--- src/rtl/alm_pkg.sv ---
package alm_pkg;
  localparam int unsigned ALM_NUM_REGS_DEF = 2;
  localparam int unsigned ALM_REG_W_DEF    = 8;

  function automatic int unsigned alm_addr_w(input int unsigned n);
    return (n > 1) ? $clog2(n) : 1;
  endfunction
endpackage

--- src/rtl/alm_rst_sync.sv ---
module alm_rst_sync (
  input  logic clk,
  input  logic rst_n,
  output logic rst_n_sync
);
  logic [1:0] sync_q;

  always_ff @(posedge clk or negedge rst_n) begin
    if (!rst_n) sync_q <= 2'b00;
    else        sync_q <= {sync_q[0], 1'b1};
  end

  assign rst_n_sync = sync_q[1];
endmodule

--- src/rtl/alm_latch_bank.sv ---
module alm_latch_bank #(
  parameter int unsigned W = 8
) (
  input  logic         clk,
  input  logic         rst_n,
  input  logic [W-1:0] live_i,
  input  logic         clr_i,
  output logic [W-1:0] lat_o
);
  logic [W-1:0] lat_q;
  logic [W-1:0] lat_d;
  logic [W-1:0] clr_bits;

  // clear only what is set now (and thus returned); a new set always wins
  always_comb begin
    clr_bits = clr_i ? lat_q : '0;
    lat_d    = (lat_q & ~clr_bits) | live_i;
  end

  always_ff @(posedge clk or negedge rst_n) begin
    if (!rst_n) lat_q <= '0;
    else        lat_q <= lat_d;
  end

  assign lat_o = lat_q;
endmodule

--- src/rtl/alm_read_port.sv ---
module alm_read_port #(
  parameter int unsigned NUM    = 2,
  parameter int unsigned W      = 8,
  parameter int unsigned ADDR_W = 1
) (
  input  logic              clk,
  input  logic              rst_n,
  input  logic              rd_en_i,
  input  logic [ADDR_W-1:0] rd_addr_i,
  input  logic              rd_burst_i,
  input  logic [NUM*W-1:0]  lat_flat_i,
  output logic [NUM-1:0]    clr_o,
  output logic [W-1:0]      rd_data_o
);
  logic [W-1:0] sel_word;
  logic [W-1:0] data_q;
  logic [W-1:0] data_d;
  logic         data_en;

  always_comb begin
    sel_word = '0;
    for (int k = 0; k < NUM; k++) begin
      if (rd_addr_i == ADDR_W'(k)) sel_word = lat_flat_i[k*W +: W];
    end
  end

  for (genvar k = 0; k < NUM; k++) begin : g_clr
    assign clr_o[k] = rd_en_i && !rd_burst_i && (rd_addr_i == ADDR_W'(k));
  end

  assign data_en = rd_en_i;
  assign data_d  = sel_word;

  always_ff @(posedge clk or negedge rst_n) begin
    if (!rst_n)       data_q <= '0;
    else if (data_en) data_q <= data_d;
  end

  assign rd_data_o = data_q;
endmodule

--- src/rtl/alm_irq_gen.sv ---
module alm_irq_gen #(
  parameter int unsigned N = 16
) (
  input  logic [N-1:0] lat_i,
  input  logic [N-1:0] mask_i,
  output logic         irq_n_o
);
  assign irq_n_o = ~|(lat_i & mask_i);
endmodule

--- src/rtl/alarm_status_regs.sv ---
module alarm_status_regs
  import alm_pkg::*;
#(
  parameter int unsigned NUM_REGS = ALM_NUM_REGS_DEF,
  parameter int unsigned REG_W    = ALM_REG_W_DEF,
  parameter int unsigned ADDR_W   = alm_addr_w(NUM_REGS)
) (
  input  logic                      clk,
  input  logic                      rst_n,
  input  logic [NUM_REGS*REG_W-1:0] alarm_live_i,
  input  logic [NUM_REGS*REG_W-1:0] irq_mask_i,
  input  logic                      rd_en_i,
  input  logic [ADDR_W-1:0]         rd_addr_i,
  input  logic                      rd_burst_i,
  output logic [REG_W-1:0]          rd_data_o,
  output logic                      irq_n_o
);
  localparam int unsigned TOT_W = NUM_REGS * REG_W;

  logic             rst_n_sync;
  logic [TOT_W-1:0] lat_flat;
  logic [NUM_REGS-1:0] clr_sel;

  alm_rst_sync u_rst (
    .clk        (clk),
    .rst_n      (rst_n),
    .rst_n_sync (rst_n_sync)
  );

  for (genvar k = 0; k < NUM_REGS; k++) begin : g_bank
    alm_latch_bank #(.W(REG_W)) u_bank (
      .clk    (clk),
      .rst_n  (rst_n_sync),
      .live_i (alarm_live_i[k*REG_W +: REG_W]),
      .clr_i  (clr_sel[k]),
      .lat_o  (lat_flat[k*REG_W +: REG_W])
    );
  end

  alm_read_port #(.NUM(NUM_REGS), .W(REG_W), .ADDR_W(ADDR_W)) u_rd (
    .clk        (clk),
    .rst_n      (rst_n_sync),
    .rd_en_i    (rd_en_i),
    .rd_addr_i  (rd_addr_i),
    .rd_burst_i (rd_burst_i),
    .lat_flat_i (lat_flat),
    .clr_o      (clr_sel),
    .rd_data_o  (rd_data_o)
  );

  alm_irq_gen #(.N(TOT_W)) u_irq (
    .lat_i   (lat_flat),
    .mask_i  (irq_mask_i),
    .irq_n_o (irq_n_o)
  );
endmodule

--- config.mk ---
export PLATFORM = sky130hd
export DESIGN_NAME = alarm_status_regs
export DESIGN_NICKNAME = d
export VERILOG_FILES = /design/src/rtl/alm_pkg.sv /design/src/rtl/alm_rst_sync.sv /design/src/rtl/alm_latch_bank.sv /design/src/rtl/alm_read_port.sv /design/src/rtl/alm_irq_gen.sv /design/src/rtl/alarm_status_regs.sv
export SDC_FILE = /design/constraint.sdc
export NUM_CORES = 1
export LEC_CHECK = 0
export BUFFER_PORTS_ARGS = -buffer_cell sky130_fd_sc_hd__buf_4
export CAP_MARGIN = 20
export CELL_PAD_IN_SITES_DETAIL_PLACEMENT = 1
export CELL_PAD_IN_SITES_GLOBAL_PLACEMENT = 2
export CORE_MARGIN = 2
export CORE_UTILIZATION = 25
export DETAILED_ROUTE_END_ITERATION = 10
export PLACE_DENSITY_LB_ADDON = 0.1
export SLEW_MARGIN = 40
export SYNTH_ARGS = -nofsm -noshare
export SYNTH_HDL_FRONTEND = slang
export SYNTH_SLANG_ARGS = --single-unit
export TNS_END_PERCENT = 100
--- constraint.sdc ---
create_clock -name clk -period 1.1 [get_ports clk]
set_clock_uncertainty 0.1 [all_clocks]
set_input_delay 0 -clock clk [delete_from_list [all_inputs] [get_ports clk]]
set_output_delay 0 -clock clk [all_outputs]
set_load 0.05 [all_outputs]
==> results of run 1 <==
==> per-layer routing <==
layer / vias up / global-route usage, % / part of all wire (%)
li1: 469 / - / -
met1: 455 / 17.4 / 40
met2: 23 / 27.3 / 56
met3: 2 / 1.95 / 3.9
met4: 0 / 4.41 / 0.66
met5: - / 0 / 0
==> timing repair <==
action,in CTS,in global routing
hold buffers,18,0
cloned,0,0
resized for setup,2,0
endpoints found under the hold margin,18,0
setup endpoints to repair,1,1
pin swaps,1,0
==> synthesized netlist by cell type <==
library cell,number
nor2_1,8
a21o_1,16
a221oi_1,4
nand3b_1,1
buf_6,2
dfrtp_1,26
or3b_1,1
a21oi_1,8
and4_1,1
conb_1,1
mux2i_1,8
a22o_1,4
buf_2,1
clkbuf_1,1
==> critical path, delay by kind of cell (launching register included) <==
family | cells | cell delay (ns)
AOI/OAI and AO/OA | 2 | 0.41
buffers and inverters | 1 | 0.14
DFF | 1 | 0.40
and+or+nand+nor | 1 | 0.26
==> worst min path at each step <==
stage / from / end / slack, ns
detailed placement: rst_n / u_rst.sync_q[1] / -0.32
CTS: rd_en_i / u_rd.rd_data_o[0] / 0.03
floorplan: rst_n / u_rst.sync_q[0] / -0.40
finish: rd_en_i / u_rd.rd_data_o[0] / 0.04
global route: rd_en_i / u_rd.rd_data_o[1] / 0.07
global placement: rst_n / u_rst.sync_q[1] / -0.32
==> power breakdown <==
group	switching (uW)	leakage, uW	internal, uW
logic	219	0.000546	256
registers	33.3	0.000250	1010
clock network	329	0.0000288	321
total	581	0.000825	1590
==> flip-flops by register name, indices dropped and copies added (netlist names) <==
register and cells:
g_bank.u_bank.lat_o 16, u_rst.sync_q 2, u_rd.rd_data_o 8
==> layout make-up <==
cell class              instances  share of cell area, %
clock buffers                   4                   2.97
well taps                      50                   3.37
multi-input cells              52                   21.4
flip-flops and latches         26                   35.1
repair buffers                 85                   37.2
==> kinds of logic after synthesis <==
kind of cell	share of synthesized area, %
DFF	61.9
other	0.357
buffers and inverters	2.98
and+or+nand+nor	5.24
AOI/OAI and AO/OA	21.9
muxes	7.62
==> per-stage QoR <==
| stage | worst slack [ns] | hold WS [ns] |
|---|---|---|
| 2_1_floorplan | -0.0834 | -0.396 |
| 3_3_place_gp | -0.197 | -0.317 |
| 3_5_place_dp | -0.208 | -0.316 |
| 4_1_cts | -0.502 | 0.0349 |
| 5_1_grt | -0.565 | 0.0689 |
| 6_report | -0.484 | 0.0364 |
==> flow_metrics.tcl, run 1 <==
set metrics [dict create \
    rrSetupSlack_ns 0.11 \
    via_per_inst 4.37 \
    start_util_pct 26.1 \
    critPathCaptureType "primary output" \
    dp_hpwl_microns 2340 \
    yosysUniqueCellTypes 14 \
    synth_nets 119 \
    cp_max_fo 2 \
    layout_commonest_cell "buf_4" \
    crit_arrival_ns 1.48 \
    num_vias 949 \
    syn_to_final_growth_pct 76.5 \
    grt_pass1_vias 1057 \
    critical_path.startpoint "g_bank[0].u_bank.lat_o[0]" \
    final_nets 205 \
    first_pass_iters 3 \
    antenna_left 0 \
    fin_area_sq_um 1860 \
    multi_input_area_sq_um 397 \
    syn-cell-area_sq_um 1050 \
    power_uw 2170 \
    power.leakage_uw 0.000825 \
    syn_inst 82 \
    antennaDiodeCount 0 \
    die_area_sq_um 4740 \
    worstSkewPairLatency_ns 0.28 \
    fill_cells 464 \
    crit_type "register to primary output" \
    die_h_microns 68.8 \
    ff2ff_path_depth 3 \
    period_minus_slack_ns 1.58 \
    cts_tree "built" \
    post-route-util_pct 46.1 \
    seq_area_frac_synth_pct 61.9 \
    r2r_start "g_bank[1].u_bank.lat_o[2]" \
    hold_class "primary input to register" \
    portBuffers 45 \
    path_cells "a22o_1 -> a221oi_2 -> and4_4 -> buf_8" \
    hold_viol_final 0 \
    maxSlewViolCount 0 \
    ys_warn_count 0 \
    critPathCapture "irq_n_o" \
    setup_slack_ns -0.484 \
    synth_top_area_share_pct 61.9 \
    stdcell_count 217 \
    globalplace.congestion 0.696 \
    clkTransAtPathRegs_ns 0.10 \
    grt-ovfl-total 0 \
    slowest_delay_ns 0.40 \
    slowest_stage "dfrtp_1" \
    yosysTopAreaCell "dfrtp_1" \
    totalWireLength_microns 3180 \
    grt_pass1_wl_microns 4910 \
    fin_setup_tns_ns -0.484 \
    coreArea_sq_um 4030 \
    numPlacedInstances 195 \
    violations "setup timing" \
    drc 0 \
    io_pins 46 \
    post_cts_buffers 0 \
    layout-drive-gt1-share_pct 45.5 \
    final_cell_mix "buf_4, dfrtp_1, dlygate4sd3_1, a21o_1" \
    clockBufferDepth 2 \
    power.density_nw_per_um2 1170 \
    status "finished with violations" \
    syn_avg_cell_area_sq_um 12.8 \
    fin_crit_sh_pct 144 \
    cts_root_buffer "clkbuf_8" \
    placed_area_sq_um 1610 \
    fmax_mhz 631 \
    core.rowCount 23 \
    setup_violations 1 \
    worst_setup_path_start_kind "register" \
    grt_usage_pct 14.7 \
    grt_max_degree 18 \
    fp.dieW_microns 68.8 \
    vdd_drop_max_v 0.000547 \
    rsz0062_at_grt "true" \
    seq_area_sq_um 651 \
    required_ns 1.00 \
    max-cap-violations 0 \
    hold_path_depth 3 \
    cts_sinks 26 \
    wl_per_cell_microns 14.6 \
    rr_endpoint "u_rd.rd_data_o[2]" \
    drt_iter0_drc 6 \
    antenna_found_initial 0 \
    synth.area.top_cells "dfrtp_1, a21o_1, mux2i_1" \
    cts_buffers 3 \
    htreeDepth 1 \
    ys_ff_latch 26 \
]
Note: power is estimated with default switching activity, not from simulation.
==> run 2: changes to the inputs <==
Settings changed: CORE_MARGIN 2 to not set.
Clock period 1.1 ns to 1.4 ns, I/O delays scaled along.
==> flow_metrics.tcl, run 2 (synthesis gave the netlist of run 1 again) <==
set metrics [dict create \
    crit_type "register to primary output" \
    numPlacedInstances 178 \
    setup_slack_ns -0.170 \
    path_cells "a22o_1 -> a221oi_2 -> and4_1 -> buf_6" \
    cts_sinks 26 \
    antennaDiodeCount 0 \
    status "finished with violations" \
    p_comb_share_pct 19.4 \
    portBuffers 45 \
    drc 0 \
    first_pass_iters 4 \
    power.leakage_uw 0.000777 \
    cts_root_buffer "clkbuf_8" \
    via_per_inst 4.44 \
    fp.dieW_microns 66.8 \
    start_util_pct 26.1 \
    grt_max_degree 25 \
    hold_class "primary input to register" \
    core.rowCount 23 \
    coreArea_sq_um 4030 \
    totalWireLength_microns 2950 \
    max-cap-violations 0 \
    required_ns 1.30 \
    grt_pass1_vias 1021 \
    worst_setup_path_start_kind "register" \
    grt-ovfl-total 0 \
    grt_usage_pct 14.8 \
    hold_viol_final 0 \
    antenna_left 0 \
    cp_max_fo 3 \
    globalplace.congestion 0.706 \
    crit_arrival_ns 1.47 \
    largest_reg_flops 16 \
    post-route-util_pct 44.2 \
    htreeDepth 1 \
    violations "setup timing" \
    power.share.clock_pct 34.4 \
    period_minus_slack_ns 1.57 \
    io_pins 46 \
    clockBufferDepth 2 \
    power.density_nw_per_um2 1000 \
    slowest_stage "dfrtp_1" \
    num_vias 910 \
    final_cell_mix "buf_4, dfrtp_1, dlygate4sd3_1, a21o_1" \
    cts_tree "built" \
    slowest_delay_ns 0.40 \
    p_sw_uw 425 \
    worstSkewPairLatency_ns 0.26 \
    syn_to_final_growth_pct 69.4 \
    cp_top_family "flip-flops" \
    critPathCaptureType "primary output" \
    vdd_drop_max_v 0.000553 \
    p_int_uw 1360 \
    final_nets 193 \
    layout-drive-gt1-share_pct 39.4 \
    rsz0062_at_grt "true" \
    fmax_mhz 637 \
    layout_commonest_cell "buf_4" \
    wl_per_cell_microns 14.4 \
    clkTransAtPathRegs_ns 0.09 \
    fin_setup_tns_ns -0.170 \
    drt_iter0_drc 11 \
    die_h_microns 66.8 \
    die_area_sq_um 4470 \
    swShare_pct 23.8 \
    antenna_found_initial 0 \
    fin_crit_sh_pct 112 \
    dp_hpwl_microns 2070 \
    seqPwrFrac_pct 46.2 \
    maxSlewViolCount 0 \
    critPathBufInv 1 \
    grt_pass1_wl_microns 4840 \
    stdcell_count 205 \
    cts_buffers 3 \
    setup_violations 1 \
]
-- run 2: through the flow --
step / power [uW] / instance area [sq um] / worst slack (ns) / hold slack (ns)
5_1_grt: 1860 / 1780 / -0.270 / 0.112
2_1_floorplan: 983 / 1050 / 0.0357 / -0.396
3_5_place_dp: 1130 / 1460 / -0.00938 / -0.317
4_1_cts: 1810 / 1780 / -0.206 / 0.0742
6_report: 1780 / 1780 / -0.170 / 0.0764
3_3_place_gp: 1120 / 1460 / 0.0129 / -0.318
-- run 2: area by class of cell --
class | count | area, sq um
fillers | 448 | 2250
flip-flops and latches | 26 | 651
repair buffers | 73 | 602
multi-input cells | 52 | 394
well taps | 50 | 62.6
clock buffers | 3 | 41.3
clock inverters | 1 | 30.0
-- run 2: worst paths after layout --
| check | cells after the start | end | slack [ns] | startpoint |
|---|---|---|---|---|
| max | 4 | irq_n_o | -0.17 | g_bank[1].u_bank.lat_o[7] |
| min | 3 | u_rd.rd_data_o[3] | 0.08 | rd_addr_i |
| max reg2reg | 3 | u_rd.rd_data_o[5] | 0.39 | g_bank[1].u_bank.lat_o[5] |
| min reg2reg | 1 | u_rd.rd_data_o[5] | 0.13 | u_rst.sync_q[1] |
| max in group asynchronous | 3 | u_rst.sync_q[1] | 0.60 | rst_n |
| min in group asynchronous | 1 | u_rd.rd_data_o[5] | 0.13 | u_rst.sync_q[1] |
-- run 2: timing repair --
action | in CTS | in global routing
gates resized for setup | 5 | 0
buffers inserted | 3 | 0
endpoints found under the setup margin | 1 | 1
endpoints found under the hold margin | 26 | 0
hold buffers | 20 | 0
pin swaps | 1 | 0
-- run 2: layer usage --
| metal | wire [microns] | global-route usage [%] | share of wire (%) |
|---|---|---|---|
| met4 | 19 | 3.19 | 0.64 |
| met5 | 0 | 0 | 0 |
| met2 | 1500 | 26.5 | 51 |
| met1 | 1330 | 18.9 | 45 |
| met3 | 105 | 1.54 | 3.6 |
-- run 2: worst reg2reg max path, stage by stage (launching register included) --
cell,delay (ns)
dfrtp_1,0.39
buf_4,0.14
mux2i_1,0.16
a21oi_1,0.09
-- run 2: power by group through the flow --
stage / Sequential [uW] / Clock, uW / Combinational, uW
2_1_floorplan: 906 / 0 / 77.0
4_1_cts: 824 / 639 / 351
5_1_grt: 831 / 660 / 374
6_report: 823 / 613 / 346
3_3_place_gp: 836 / 0 / 287
3_5_place_dp: 838 / 0 / 290
